$ cat src/rtl/gov_pkg.sv
package gov_pkg;

  // Strobes from the control to the activity datapath.
  typedef struct packed {
    logic acceptWord;   // take the presented word into the window
  } ctrlStrobe_t;

  // Request handshake state of the control.
  typedef enum logic [1:0] {
    GOV_IDLE      = 2'd0,
    GOV_WAIT_UP   = 2'd1,
    GOV_WAIT_DOWN = 2'd2
  } govState_e;

endpackage

$ cat src/rtl/gov_bitflip.sv
module gov_bitflip #(
  parameter int WORD_W = 16,
  parameter int DIST_W = 5
) (
  input  logic [WORD_W-1:0] curWord,
  input  logic [WORD_W-1:0] prevWord,
  output logic [DIST_W-1:0] flipCount
);

  logic [WORD_W-1:0] diffBits;

  always_comb begin
    diffBits  = curWord ^ prevWord;
    flipCount = '0;
    for (int i = 0; i < WORD_W; i++) begin
      flipCount = flipCount + DIST_W'(diffBits[i]);
    end
  end

endmodule

$ cat src/rtl/gov_datapath.sv
module gov_datapath
  import gov_pkg::*;
#(
  parameter int WORD_W   = 16,
  parameter int WIN_LOG2 = 3,
  parameter int DIST_W   = 5
) (
  input  logic              clk,
  input  logic              rstN,
  input  ctrlStrobe_t       strobe,
  input  logic [WORD_W-1:0] wordData,
  output logic [DIST_W-1:0] avgActivity,
  output logic              windowFull
);

  localparam int WIN_DEPTH = 1 << WIN_LOG2;
  localparam int SUM_W     = DIST_W + WIN_LOG2;
  localparam int FILL_W    = WIN_LOG2 + 1;
  localparam int SUM_MAX   = WORD_W * WIN_DEPTH;

  logic [WORD_W-1:0] prevWord;
  logic [DIST_W-1:0] newDist;
  logic [DIST_W-1:0] distReg [WIN_DEPTH];
  logic [SUM_W-1:0]  sumReg;
  logic [FILL_W-1:0] fillCnt;

  gov_bitflip #(
    .WORD_W (WORD_W),
    .DIST_W (DIST_W)
  ) u_bitflip (
    .curWord   (wordData),
    .prevWord  (prevWord),
    .flipCount (newDist)
  );

  // Previous word reference, cleared to zero by reset.
  always_ff @(posedge clk or negedge rstN) begin
    if (!rstN) begin
      prevWord <= '0;
    end else if (strobe.acceptWord) begin
      prevWord <= wordData;
    end
  end

  // Sliding window of per-word activity values.
  genvar g;
  generate
    for (g = 0; g < WIN_DEPTH; g++) begin : g_win
      if (g == 0) begin : g_head
        always_ff @(posedge clk or negedge rstN) begin
          if (!rstN) begin
            distReg[g] <= '0;
          end else if (strobe.acceptWord) begin
            distReg[g] <= newDist;
          end
        end
      end else begin : g_tail
        always_ff @(posedge clk or negedge rstN) begin
          if (!rstN) begin
            distReg[g] <= '0;
          end else if (strobe.acceptWord) begin
            distReg[g] <= distReg[g-1];
          end
        end
      end
    end
  endgenerate

  // Running sum: add the newcomer, drop the word leaving the window.
  always_ff @(posedge clk or negedge rstN) begin
    if (!rstN) begin
      sumReg <= '0;
    end else if (strobe.acceptWord) begin
      sumReg <= sumReg + SUM_W'(newDist) - SUM_W'(distReg[WIN_DEPTH-1]);
    end
  end

  // Fill counter saturates once the window holds a full set of words.
  always_ff @(posedge clk or negedge rstN) begin
    if (!rstN) begin
      fillCnt <= '0;
    end else if (strobe.acceptWord && (fillCnt != FILL_W'(WIN_DEPTH))) begin
      fillCnt <= fillCnt + 1'b1;
    end
  end

  assign windowFull  = (fillCnt == FILL_W'(WIN_DEPTH));
  assign avgActivity = sumReg[SUM_W-1:WIN_LOG2];

  a_r1_flip_range: assert property (@(posedge clk) disable iff (!rstN)
    newDist <= DIST_W'(WORD_W));

  a_r2_sum_bound: assert property (@(posedge clk) disable iff (!rstN)
    sumReg <= SUM_W'(SUM_MAX));

  a_r2_hold_idle: assert property (@(posedge clk) disable iff (!rstN)
    !strobe.acceptWord |=> $stable(sumReg));

  a_r3_full_sticky: assert property (@(posedge clk) disable iff (!rstN)
    windowFull |=> windowFull);

endmodule

$ cat src/rtl/gov_control.sv
module gov_control
  import gov_pkg::*;
#(
  parameter int DIST_W   = 5,
  parameter int HIGH_MIN = 12,
  parameter int LOW_MAX  = 5
) (
  input  logic              clk,
  input  logic              rstN,
  input  logic              wordValid,
  input  logic [DIST_W-1:0] avgActivity,
  input  logic              windowFull,
  input  logic              reqAck,
  input  logic              cmpMismatch,
  output ctrlStrobe_t       strobe,
  output logic              createReq,
  output logic              killReq,
  output logic [1:0]        reqIndex,
  output logic [1:0]        replicaCount,
  output logic              halt
);

  localparam logic [DIST_W-1:0] HIGH_LV = DIST_W'(HIGH_MIN);
  localparam logic [DIST_W-1:0] LOW_LV  = DIST_W'(LOW_MAX);

  govState_e  state;
  logic [1:0] targetLvl;
  logic       canDecide;
  logic       stepUp;
  logic       stepDown;

  always_comb begin
    if (avgActivity >= HIGH_LV) begin
      targetLvl = 2'd0;
    end else if (avgActivity <= LOW_LV) begin
      targetLvl = 2'd2;
    end else begin
      targetLvl = 2'd1;
    end
    canDecide = windowFull && (state == GOV_IDLE) && !halt;
    stepUp    = canDecide && (targetLvl > replicaCount);
    stepDown  = canDecide && (targetLvl < replicaCount);
  end

  assign strobe.acceptWord = wordValid && !halt;

  always_ff @(posedge clk or negedge rstN) begin
    if (!rstN) begin
      state        <= GOV_IDLE;
      createReq    <= 1'b0;
      killReq      <= 1'b0;
      reqIndex     <= 2'd0;
      replicaCount <= 2'd0;
      halt         <= 1'b0;
    end else begin
      createReq <= stepUp;
      killReq   <= stepDown;
      halt      <= halt || ((replicaCount == 2'd1) && cmpMismatch);
      case (state)
        GOV_IDLE: begin
          if (stepUp) begin
            state    <= GOV_WAIT_UP;
            reqIndex <= replicaCount + 2'd1;
          end else if (stepDown) begin
            state    <= GOV_WAIT_DOWN;
            reqIndex <= replicaCount;
          end
        end
        GOV_WAIT_UP: begin
          if (reqAck) begin
            replicaCount <= replicaCount + 2'd1;
            state        <= GOV_IDLE;
          end
        end
        GOV_WAIT_DOWN: begin
          if (reqAck) begin
            replicaCount <= replicaCount - 2'd1;
            state        <= GOV_IDLE;
          end
        end
        default: state <= GOV_IDLE;
      endcase
    end
  end

  a_r3_no_early_req: assert property (@(posedge clk) disable iff (!rstN)
    (createReq || killReq) |-> windowFull);

  a_r5_one_kind: assert property (@(posedge clk) disable iff (!rstN)
    !(createReq && killReq));

  a_r5_single_pulse: assert property (@(posedge clk) disable iff (!rstN)
    (createReq || killReq) |=> !(createReq || killReq));

  a_r5_create_index: assert property (@(posedge clk) disable iff (!rstN)
    createReq |-> (reqIndex == replicaCount + 2'd1));

  a_r5_kill_index: assert property (@(posedge clk) disable iff (!rstN)
    killReq |-> (reqIndex == replicaCount));

  a_r6_wait_quiet: assert property (@(posedge clk) disable iff (!rstN)
    ($past(state) != GOV_IDLE) |-> !(createReq || killReq));

  a_r7_count_max: assert property (@(posedge clk) disable iff (!rstN)
    replicaCount <= 2'd2);

  a_r7_count_step: assert property (@(posedge clk) disable iff (!rstN)
    (replicaCount != $past(replicaCount)) |->
      ((replicaCount == $past(replicaCount) + 2'd1) ||
       (replicaCount == $past(replicaCount) - 2'd1)));

  a_r8_halt_cause: assert property (@(posedge clk) disable iff (!rstN)
    $rose(halt) |-> (($past(replicaCount) == 2'd1) && $past(cmpMismatch)));

  a_r9_halt_sticky: assert property (@(posedge clk) disable iff (!rstN)
    halt |=> halt);

  a_r9_quiet_after_halt: assert property (@(posedge clk) disable iff (!rstN)
    halt |=> !(createReq || killReq));

endmodule

$ cat src/rtl/redundancy_governor.sv
module redundancy_governor
  import gov_pkg::*;
#(
  parameter int WORD_W   = 16,
  parameter int WIN_LOG2 = 3,
  parameter int HIGH_MIN = 12,
  parameter int LOW_MAX  = 5
) (
  input  logic              clk,
  input  logic              rstN,
  input  logic              wordValid,
  input  logic [WORD_W-1:0] wordData,
  input  logic              reqAck,
  input  logic              cmpMismatch,
  output logic              createReq,
  output logic              killReq,
  output logic [1:0]        reqIndex,
  output logic [1:0]        replicaCount,
  output logic              halt
);

  localparam int DIST_W = $clog2(WORD_W + 1);

  ctrlStrobe_t       strobe;
  logic [DIST_W-1:0] avgActivity;
  logic              windowFull;

  gov_datapath #(
    .WORD_W   (WORD_W),
    .WIN_LOG2 (WIN_LOG2),
    .DIST_W   (DIST_W)
  ) u_datapath (
    .clk         (clk),
    .rstN        (rstN),
    .strobe      (strobe),
    .wordData    (wordData),
    .avgActivity (avgActivity),
    .windowFull  (windowFull)
  );

  gov_control #(
    .DIST_W   (DIST_W),
    .HIGH_MIN (HIGH_MIN),
    .LOW_MAX  (LOW_MAX)
  ) u_control (
    .clk          (clk),
    .rstN         (rstN),
    .wordValid    (wordValid),
    .avgActivity  (avgActivity),
    .windowFull   (windowFull),
    .reqAck       (reqAck),
    .cmpMismatch  (cmpMismatch),
    .strobe       (strobe),
    .createReq    (createReq),
    .killReq      (killReq),
    .reqIndex     (reqIndex),
    .replicaCount (replicaCount),
    .halt         (halt)
  );

endmodule

$ cat config.mk
export PLATFORM = sky130hd
export DESIGN_NAME = redundancy_governor
export DESIGN_NICKNAME = d
export VERILOG_FILES = /design/src/rtl/gov_pkg.sv /design/src/rtl/gov_bitflip.sv /design/src/rtl/gov_datapath.sv /design/src/rtl/gov_control.sv /design/src/rtl/redundancy_governor.sv
export SDC_FILE = /design/constraint.sdc
export NUM_CORES = 1
export LEC_CHECK = 0
export BUFFER_PORTS_ARGS = -buffer_cell sky130_fd_sc_hd__buf_4
export CAP_MARGIN = 20
export CORE_ASPECT_RATIO = 1.2
export CORE_UTILIZATION = 35
export CTS_BUF_LIST = sky130_fd_sc_hd__clkbuf_4 sky130_fd_sc_hd__clkbuf_8
export CTS_CLUSTER_DIAMETER = 200
export DETAILED_ROUTE_END_ITERATION = 12
export PLACE_DENSITY = 0.64
export REMOVE_ABC_BUFFERS = 1
export SYNTH_ARGS = -nofsm -noshare
export SYNTH_HDL_FRONTEND = slang
export SYNTH_SLANG_ARGS = --single-unit
$ cat constraint.sdc
create_clock -name clk -period 4.8 [get_ports clk]
set_input_delay 0 -clock clk [delete_from_list [all_inputs] [get_ports clk]]
set_output_delay 0 -clock clk [all_outputs]
set_load 0.1 [all_outputs]
---- Word level (Yosys, flattened, before mapping) ----
Cells that the tools add are included.
W data, S select, Z words.
word-level totals
  register bits ........................... 77
  input port bits ......................... 21
  output and inout port bits .............. 7
  word-level logic and storage cells ...... 78
cells by class
  add/subtract/negate cells ............... 20
  magnitude comparators ................... 4
  equality and inequality tests ........... 9
  multiplexer cells ....................... 11
  bitwise gates (word level) .............. 1
  reductions and logical operators ........ 16
operators with widths
  operator               count
  $add A5 B1 Y5          11
  $mux W2                9
  $xor A16 B16 Y16       1
  $add A8 B5 Y8          1
  $pmux W2 S2            2
  $sub A8 B5 Y8          1
  $logic_and A1 B1 Y1    7
  $add A4 B1 Y5          1
  $ge A5 B4 Y1 const B   1
  $le A5 B3 Y1 const B   1
  $add A3 B1 Y4          1
  $add A4 B1 Y4 const B  1
  $eq A2 B1 Y1 const B   2
  $eq A4 B4 Y1 const B   1
  $ne A2 B2 Y1 const B   2
  $ne A4 B4 Y1 const B   1
  $reduce_and A2 Y1      2
  $reduce_bool A2 Y1     2
  $add A2 B1 Y3          1
  $ne A3 B1 Y1 const B   1
  $reduce_and A3 Y1      1
  $add A1 B1 Y2          1
  $add A2 B1 Y2 const B  1
  $eq A2 B2 Y1 const B   1
  other kinds (8)        8

---- Logic depth before layout (Yosys ltp) ----
Gate-level depths: netlist of the first run.
  word-level depth ........................ 18
  mapped depth ............................ 20
  gate-level depth less buffers ........... 20

---- Cells and area by module ----
From an unflattened synthesis of the first run, not the netlist that was laid out.
unflattened totals
  cell total of the unflattened synthesis .. 336
  area total of the unflattened synthesis .. 4156.5 um^2
modules (own cells, without submodules)
  module        instances  cells an instance  area each (um^2)  seq. area each (um^2)
  gov_datapath  1          231                3079.2            1701.6
  gov_control   1          58                 589.3             225.2
  gov_bitflip   1          47                 488.0             0.0

---- Worst setup path after synthesis of the first run ----
Ideal clock, no wire load.
  kind .................................... register to register
  start ................................... register u_datapath.prevWord[0]
  end ..................................... register u_datapath.sumReg[6]
  setup time .............................. 69 ps
  arrival time ............................ 5194 ps
  data required time ...................... 4731 ps
  setup slack ............................. -463 ps
  stages on the path, launching flop included .. 19
  path buffers ............................ 0
  clock period less this slack ............ 5263 ps
  cell sequence ........................... dfrtp_1 xnor2_1 fa_1 inv_1 fa_1 fa_1 inv_1 fa_1 inv_1 ha_1 inv_1 fa_1 xnor2_1 fa_1 ha_1 nor2b_1 o31a_1 or4_1 nand3_1
between the ends
  longest elaborated chain between the ends .. 18
RTL lines
  item                         RTL line            RTL
  from (decl)                  gov_datapath.sv:21  logic [WORD_W-1:0] prevWord;
  from (signal assigned)       gov_datapath.sv:41  prevWord <= wordData;
  $xor A16 B16 Y16             gov_bitflip.sv:13   diffBits = curWord ^ prevWord;
  $add A1 B1 Y2                gov_bitflip.sv:16   flipCount = flipCount + DIST_W'(diffBits[i]);
  $add A2 B1 Y3                gov_bitflip.sv:16
  $add A3 B1 Y4                gov_bitflip.sv:16
  $add A4 B1 Y5                gov_bitflip.sv:16
  $add A5 B1 Y5 (11 in a row)  gov_bitflip.sv:16
  via u_datapath.newDist[2]    gov_datapath.sv:22  logic [DIST_W-1:0] newDist;
  $add A8 B5 Y8                gov_datapath.sv:74  sumReg <= sumReg + SUM_W'(newDist) - SUM_W'(distReg[WIN_DEPTH-1]);
  $sub A8 B5 Y8                gov_datapath.sv:74
  to (signal assigned)         gov_datapath.sv:74
  to (decl)                    gov_datapath.sv:24  logic [SUM_W-1:0] sumReg;
The timed path passes the listed nets, and every way through them passes these cells.
A chain may end at the register's enable or synchronous reset.

---- Final worst setup path of the first run ----
  start ................................... register u_datapath.prevWord[15]
  end ..................................... register u_datapath.sumReg[6]
between the ends
  longest elaborated chain between the ends .. 4
RTL lines
  item                       RTL line
  $xor A16 B16 Y16           gov_bitflip.sv:13
  $add A5 B1 Y5              gov_bitflip.sv:16
  via u_datapath.newDist[2]  gov_datapath.sv:22
  $add A8 B5 Y8              gov_datapath.sv:74
  $sub A8 B5 Y8              gov_datapath.sv:74
The timed path passes the listed nets, and every way through them passes these cells.

==> results.json, run 1 <==
{
  "worst-r2r-setup-slack_ps": -420,
  "slew_headroom": 0.3663,
  "grt-ovfl-total": 0,
  "setup_viol": 6,
  "worst-setup-path-type": "reg2reg",
  "grt_pass1_wl_mm": 13.94,
  "final_common_cell": "nand2_1",
  "seq_area_frac_synth": 0.4651,
  "grt_pass1_vias": 3167,
  "fp.dieW_um": 101.3,
  "grtUsageTotal": 0.1432,
  "cp.arrival_ps": 5510,
  "tightest_slew_ps": 950.5,
  "fmax_ghz": 0.1914,
  "instances_no_fill": 667,
  "syn-cell-area_um2": 4143,
  "drt-total-wl_mm": 8.046,
  "yosysUniqueCellTypes": 44,
  "ant_nets": 0,
  "synth.top_cell.area_share": 0.4651,
  "synth_cells": 441,
  "cts_made_buffers": 9,
  "holdCritPathClass": "in2reg",
  "via_per_inst": 4.606,
  "synth-edff-count": 0,
  "worst_slack_ps": -423.5,
  "required_ps": 5080,
  "synth_area_leaders": "dfrtp_1, nand2_1, fa_1, ha_1, inv_1",
  "portBuffers": 27,
  "ys_seq_elements": 77,
  "hold_violations": 0,
  "yosysWarnings": 0,
  "drive_gt1_frac": 0.2039,
  "dieArea_um2": 12280,
  "avgSynthCellArea_um2": 9.394,
  "grt_max_degree": 78,
  "antenna_found_initial": 0,
  "clkSlewWorstSetupHoldPaths_ps": 80,
  "worstSetupStartpointType": "flip-flop",
  "core_um2": 11570,
  "post-route-period-util": 1.088,
  "die_h_um": 121.2,
  "post-route-min-period_ps": 5224,
  "clock_skew_ps": 7.591,
  "areaGrowthSynthToFinish_pct": 26.13,
  "synth_top_area_cell": "dfrtp_1",
  "cts_sinks": 77,
  "maxCapViolations": 0,
  "status": "finished with violations",
  "tritoncts": "yes",
  "layout_common_cells": "nand2_1, dfrtp_1, buf_4",
  "num_antenna_cells": 0,
  "place_hpwl_mm": 5.171,
  "synth_ff_type": "dfrtp_1",
  "cp_max_fo": 2,
  "cp-end-kind": "flip-flop",
  "rows": 43,
  "finalNetCount": 565,
  "htree_levels": 3,
  "cts_root_buf": "clkbuf_8",
  "drt_iter0_drc": 107,
  "clk_latency_ps": 350,
  "synthArstFlopShare": 1.000,
  "place_congestion": 0.7806,
  "drc": 0,
  "initial_utilization": 0.3581,
  "clockBufferDepth": 2,
  "vias": 3072,
  "wl_per_cell_um": 12.06,
  "hold_slack_ps": 33.45,
  "place_inst": 625,
  "dr.pass1.iters": 4,
  "io_pins": 28,
  "violations": "setup timing",
  "final.setup.tns_ps": -1922,
  "rsz0062_at_grt": "yes",
  "slew_viol_final": 0
}
## repair_timing
item / 4_1_cts / 5_1_grt
hold buffers: 19 / 0
endpoints found under the hold margin: 96 / 0
endpoints found under the setup margin: 7 / 7
pin swaps: 28 / 20
buffers inserted: 6 / 2
gates resized for setup: 27 / 18
gates cloned: 0 / 0
## synth_stat cells (2+ instances only)
cell type and count:
a211oi_1 4, a21o_1 4, a21oi_1 6, buf_1 3, buf_2 3, clkbuf_1 9, dfrtp_1 77, fa_1 15
ha_1 24, inv_1 38, mux2_2 3, mux2i_1 2, nand2_1 168, nand2b_1 8, nand3_1 2, nand4_1 2
nor2_1 7, nor2b_1 3, o211ai_1 2, o21a_1 2, o21ai_0 15, xnor2_1 13, xor2_1 10
## critical path, stage by stage, from the launching register on
cell and delay, ps:
dfrtp_1 420, xnor2_2 150, fa_1 550, inv_2 40, fa_1 500, fa_1 490, inv_1 50, fa_1 440
inv_1 80, ha_2 190, inv_2 40, fa_2 360, xnor2_2 160, fa_1 540, ha_4 220, nor2b_4 120
o31a_1 310, or4_1 420, nand3_1 80
## final timing paths
kind | startpoint | end | depth (start not counted)
max | u_datapath.prevWord[15] | u_datapath.sumReg[6] | 18
min | wordValid | u_datapath.distReg[29] | 4
max reg2reg | u_datapath.prevWord[15] | u_datapath.sumReg[6] | 18
min reg2reg | u_datapath.distReg[34] | u_datapath.distReg[29] | 2
max in group asynchronous | rstN | u_datapath.sumReg[2] | 2
min in group asynchronous | rstN | u_control.killReq | 2
## cells by family after synthesis
family | count (synthesis) | share of synthesized area
buffers and inverters | 53 | 0.04893
xor gates and xnor gates | 23 | 0.04863
muxes | 5 | 0.01299
AOI/OAI and AO/OA | 45 | 0.07702
and+or+nand+nor | 199 | 0.2024
adders and majority gates | 39 | 0.1450
DFF | 77 | 0.4651
## layer usage
layer / global-route usage / share of wire / up-vias
met5: 0 / 0 / -
met2: 0.2479 / 0.53 / 47
li1: - / - / 1526
met3: 0.03687 / 0.030 / 9
met4: 0.03986 / 0.0094 / 0
met1: 0.1749 / 0.43 / 1490
## state kept, by name, summed over array words and instances (netlist names)
signal / cells
u_control.createReq: 1
u_control.state: 2
u_control.reqIndex: 2
u_datapath.prevWord: 16
u_datapath.distReg: 40
u_datapath.fillCnt: 4
u_datapath.sumReg: 8
u_control.killReq: 1
u_control.halt: 1
u_control.replicaCount: 2
## through the flow
stage               instance area (um^2)    util  worst slack (ps)
CTS                                 5161  0.4462            -530.8
global placement                    4604  0.3981            -499.9
floorplan                           4083       -            -475.4
detailed placement                  4604  0.3981            -688.4
finish                              5225  0.4517            -423.5
global route                        5225  0.4517            -599.3
## cell type report
type	count	area (um^2)
repair buffers	68	573.1
flip-flops and latches	77	1927
inverters	38	145.1
clock buffers	12	152.6
multi-input cells	311	2183
clock inverters	4	47.55
well taps	157	196.4
fillers	1078	6342
Power of run 1 is not shown: default switching activity piles up to over one toggle a cycle in this logic, so the estimate is an artifact.
==> run 2, diff against run 1 <==
CORE_UTILIZATION = 45   (was 35)
MAX_ROUTING_LAYER = met4   (was not set)
PLACE_DENSITY = 0.76   (was 0.64)
==> run 2 against run 1 <==
  * The run still ends with setup timing left
  * Setup slack got worse by 35 ps
  * Fmax fell by 0.67%
  * Clock-buffer cell count fell by 2
  * Worst hold slack improved by 160 ps
  * Non-clock buffer count rose by 4
  * Utilization rose by 13 points
  * Flip-flop and latch count did not move
  * Routed wire length rose by 6.5%
==> results.json, run 2 (same netlist as run 1, synthesis figures left out) <==
{
  "holdCritPathClass": "in2reg",
  "post-route-min-period_ps": 5259,
  "grt_pass1_vias": 3282,
  "maxCapViolations": 0,
  "path_common_cell": "fa_1",
  "via_per_inst": 4.991,
  "cts_made_buffers": 9,
  "clockBufferDepth": 2,
  "portBuffers": 27,
  "slew_viol_final": 0,
  "hold_slack_ps": 194.6,
  "final.setup.tns_ps": -1854,
  "initial_utilization": 0.4610,
  "fmax_ghz": 0.1902,
  "grt_pass1_wl_mm": 14.06,
  "place_congestion": 0.8478,
  "clkSlewWorstSetupHoldPaths_ps": 80,
  "nFillCells": 716,
  "worst-r2r-setup-slack_ps": -460,
  "dr.pass1.iters": 4,
  "largest_reg_flops": 40,
  "htree_levels": 3,
  "final_common_cell": "nand2_1",
  "top_register": "u_datapath.distReg",
  "core_um2": 8986,
  "worstSetupStartpointType": "flip-flop",
  "ant_nets": 0,
  "clock_skew_ps": 9.122,
  "worst_slack_ps": -458.8,
  "ff2ff_path_depth": 19,
  "grtUsageTotal": 0.1975,
  "post_dp_cell_area_um2": 4543,
  "hold_violations": 0,
  "antenna_found_initial": 0,
  "grt_max_degree": 78,
  "drc": 0,
  "fp.dieW_um": 89.59,
  "post-route-period-util": 1.096,
  "grt-ovfl-total": 0,
  "vias": 3159,
  "setup_viol": 6,
  "reg2reg_to": "u_datapath.sumReg[6]",
  "drt_iter0_drc": 178,
  "critPathMaxStageDelay_ps": 560,
  "place_hpwl_mm": 5.093,
  "holdPathStages": 4,
  "areaGrowthSynthToFinish_pct": 27.21,
  "clk_latency_ps": 350,
  "violations": "setup timing",
  "seq_area_um2": 1927,
  "status": "finished with violations",
  "drt-total-wl_mm": 8.566,
  "drive_gt1_frac": 0.2203,
  "io_pins": 28,
  "num_antenna_cells": 0,
  "worst-setup-path-type": "reg2reg",
  "worst_path_max_delay_cell": "fa_1",
  "dieArea_um2": 9596,
  "fin_area_um2": 5270,
  "finalNetCount": 569,
  "r2r_start": "u_datapath.prevWord[3]",
  "min_to": "u_datapath.distReg[26]",
  "cp_max_fo": 2,
  "holdCritStartpoint": "wordValid",
  "layout_common_cells": "nand2_1, dfrtp_1, buf_4",
  "cp-end-kind": "flip-flop",
  "cp.arrival_ps": 5490,
  "wl_per_cell_um": 13.53,
  "slew_headroom": 0.3633,
  "rsz0062_at_grt": "yes",
  "cts_sinks": 77,
  "reg_top3": "u_datapath.distReg (40), u_datapath.prevWord (16), u_datapath.sumReg (8)",
  "multi_input_area_um2": 2221,
  "required_ps": 5030,
  "cp_cell_sequence": "xnor2_2 > fa_1 > inv_2 > fa_2 > fa_1 > inv_2 > fa_1 > inv_1 > ha_2 > inv_2 > fa_2 > xnor2_2 > fa_1 > ha_4 > nor2b_4 > o31a_1 > buf_4 > o2111ai_1 > nand3_2",
  "cts_root_buf": "clkbuf_8",
  "tritoncts": "yes",
  "die_h_um": 107.1,
  "rows": 38,
  "tightest_slew_ps": 955.0
}
## run 2: cell type report
cell class / count / area share
Clock buffer: 10 / 0.02612
Clock inverter: 5 / 0.01614
Inverter: 38 / 0.02707
Tap cell: 120 / 0.02849
Sequential cell: 77 / 0.3656
Timing Repair Buffer: 72 / 0.1151
Multi-Input combinational cell: 311 / 0.4214
## run 2: critical path, delay by kind of cell, from the launching register on
family                     cells  cell delay, ps
xor gates and xnor gates       2             320
DFF                            1             410
and+or+nand+nor                2             230
adders and majority gates      8            3330
buffers and inverters          5             350
AOI/OAI and AO/OA              2             510
## run 2: how the worst max path moves through the flow
| stage | start | end | slack (ps) | cells after the start |
|---|---|---|---|---|
| 2_1_floorplan | u_datapath.prevWord[0] | u_datapath.sumReg[6] | -480 | 18 |
| 3_3_place_gp | u_datapath.prevWord[0] | u_datapath.sumReg[6] | -490 | 18 |
| 3_5_place_dp | u_datapath.prevWord[0] | u_datapath.sumReg[6] | -640 | 18 |
| 4_1_cts | u_datapath.prevWord[15] | u_datapath.sumReg[6] | -470 | 18 |
| 5_1_grt | u_datapath.prevWord[3] | u_datapath.sumReg[6] | -620 | 21 |
| 6_report | u_datapath.prevWord[3] | u_datapath.sumReg[6] | -460 | 19 |
## run 2: repair_timing
item	4_1_cts	5_1_grt
pin swaps	25	25
setup buffers	8	5
endpoints found under the setup margin	7	7
gates resized for setup	31	18
hold buffers	19	0
hold endpoints to repair	95	0
## run 2: through the flow
step | utilization | std cells | worst slack (ps)
detailed placement | 0.5056 | 586 | -644.4
CTS | 0.5732 | 628 | -468.2
global route | 0.5865 | 633 | -620.0
finish | 0.5865 | 633 | -458.8
global placement | 0.5056 | 586 | -489.9
floorplan | - | 426 | -475.4
## run 2: per-layer routing
layer | wire length (um) | global-route usage | share of wire | up-vias
li1 | - | - | - | 1525
met1 | 3549 | 0.2239 | 0.41 | 1548
met2 | 4531 | 0.3252 | 0.53 | 62
met3 | 265 | 0.04696 | 0.031 | 24
met4 | 219 | 0.09297 | 0.026 | 0
met5 | 0 | - | 0 | -
Power of run 2 is left out for the same reason.
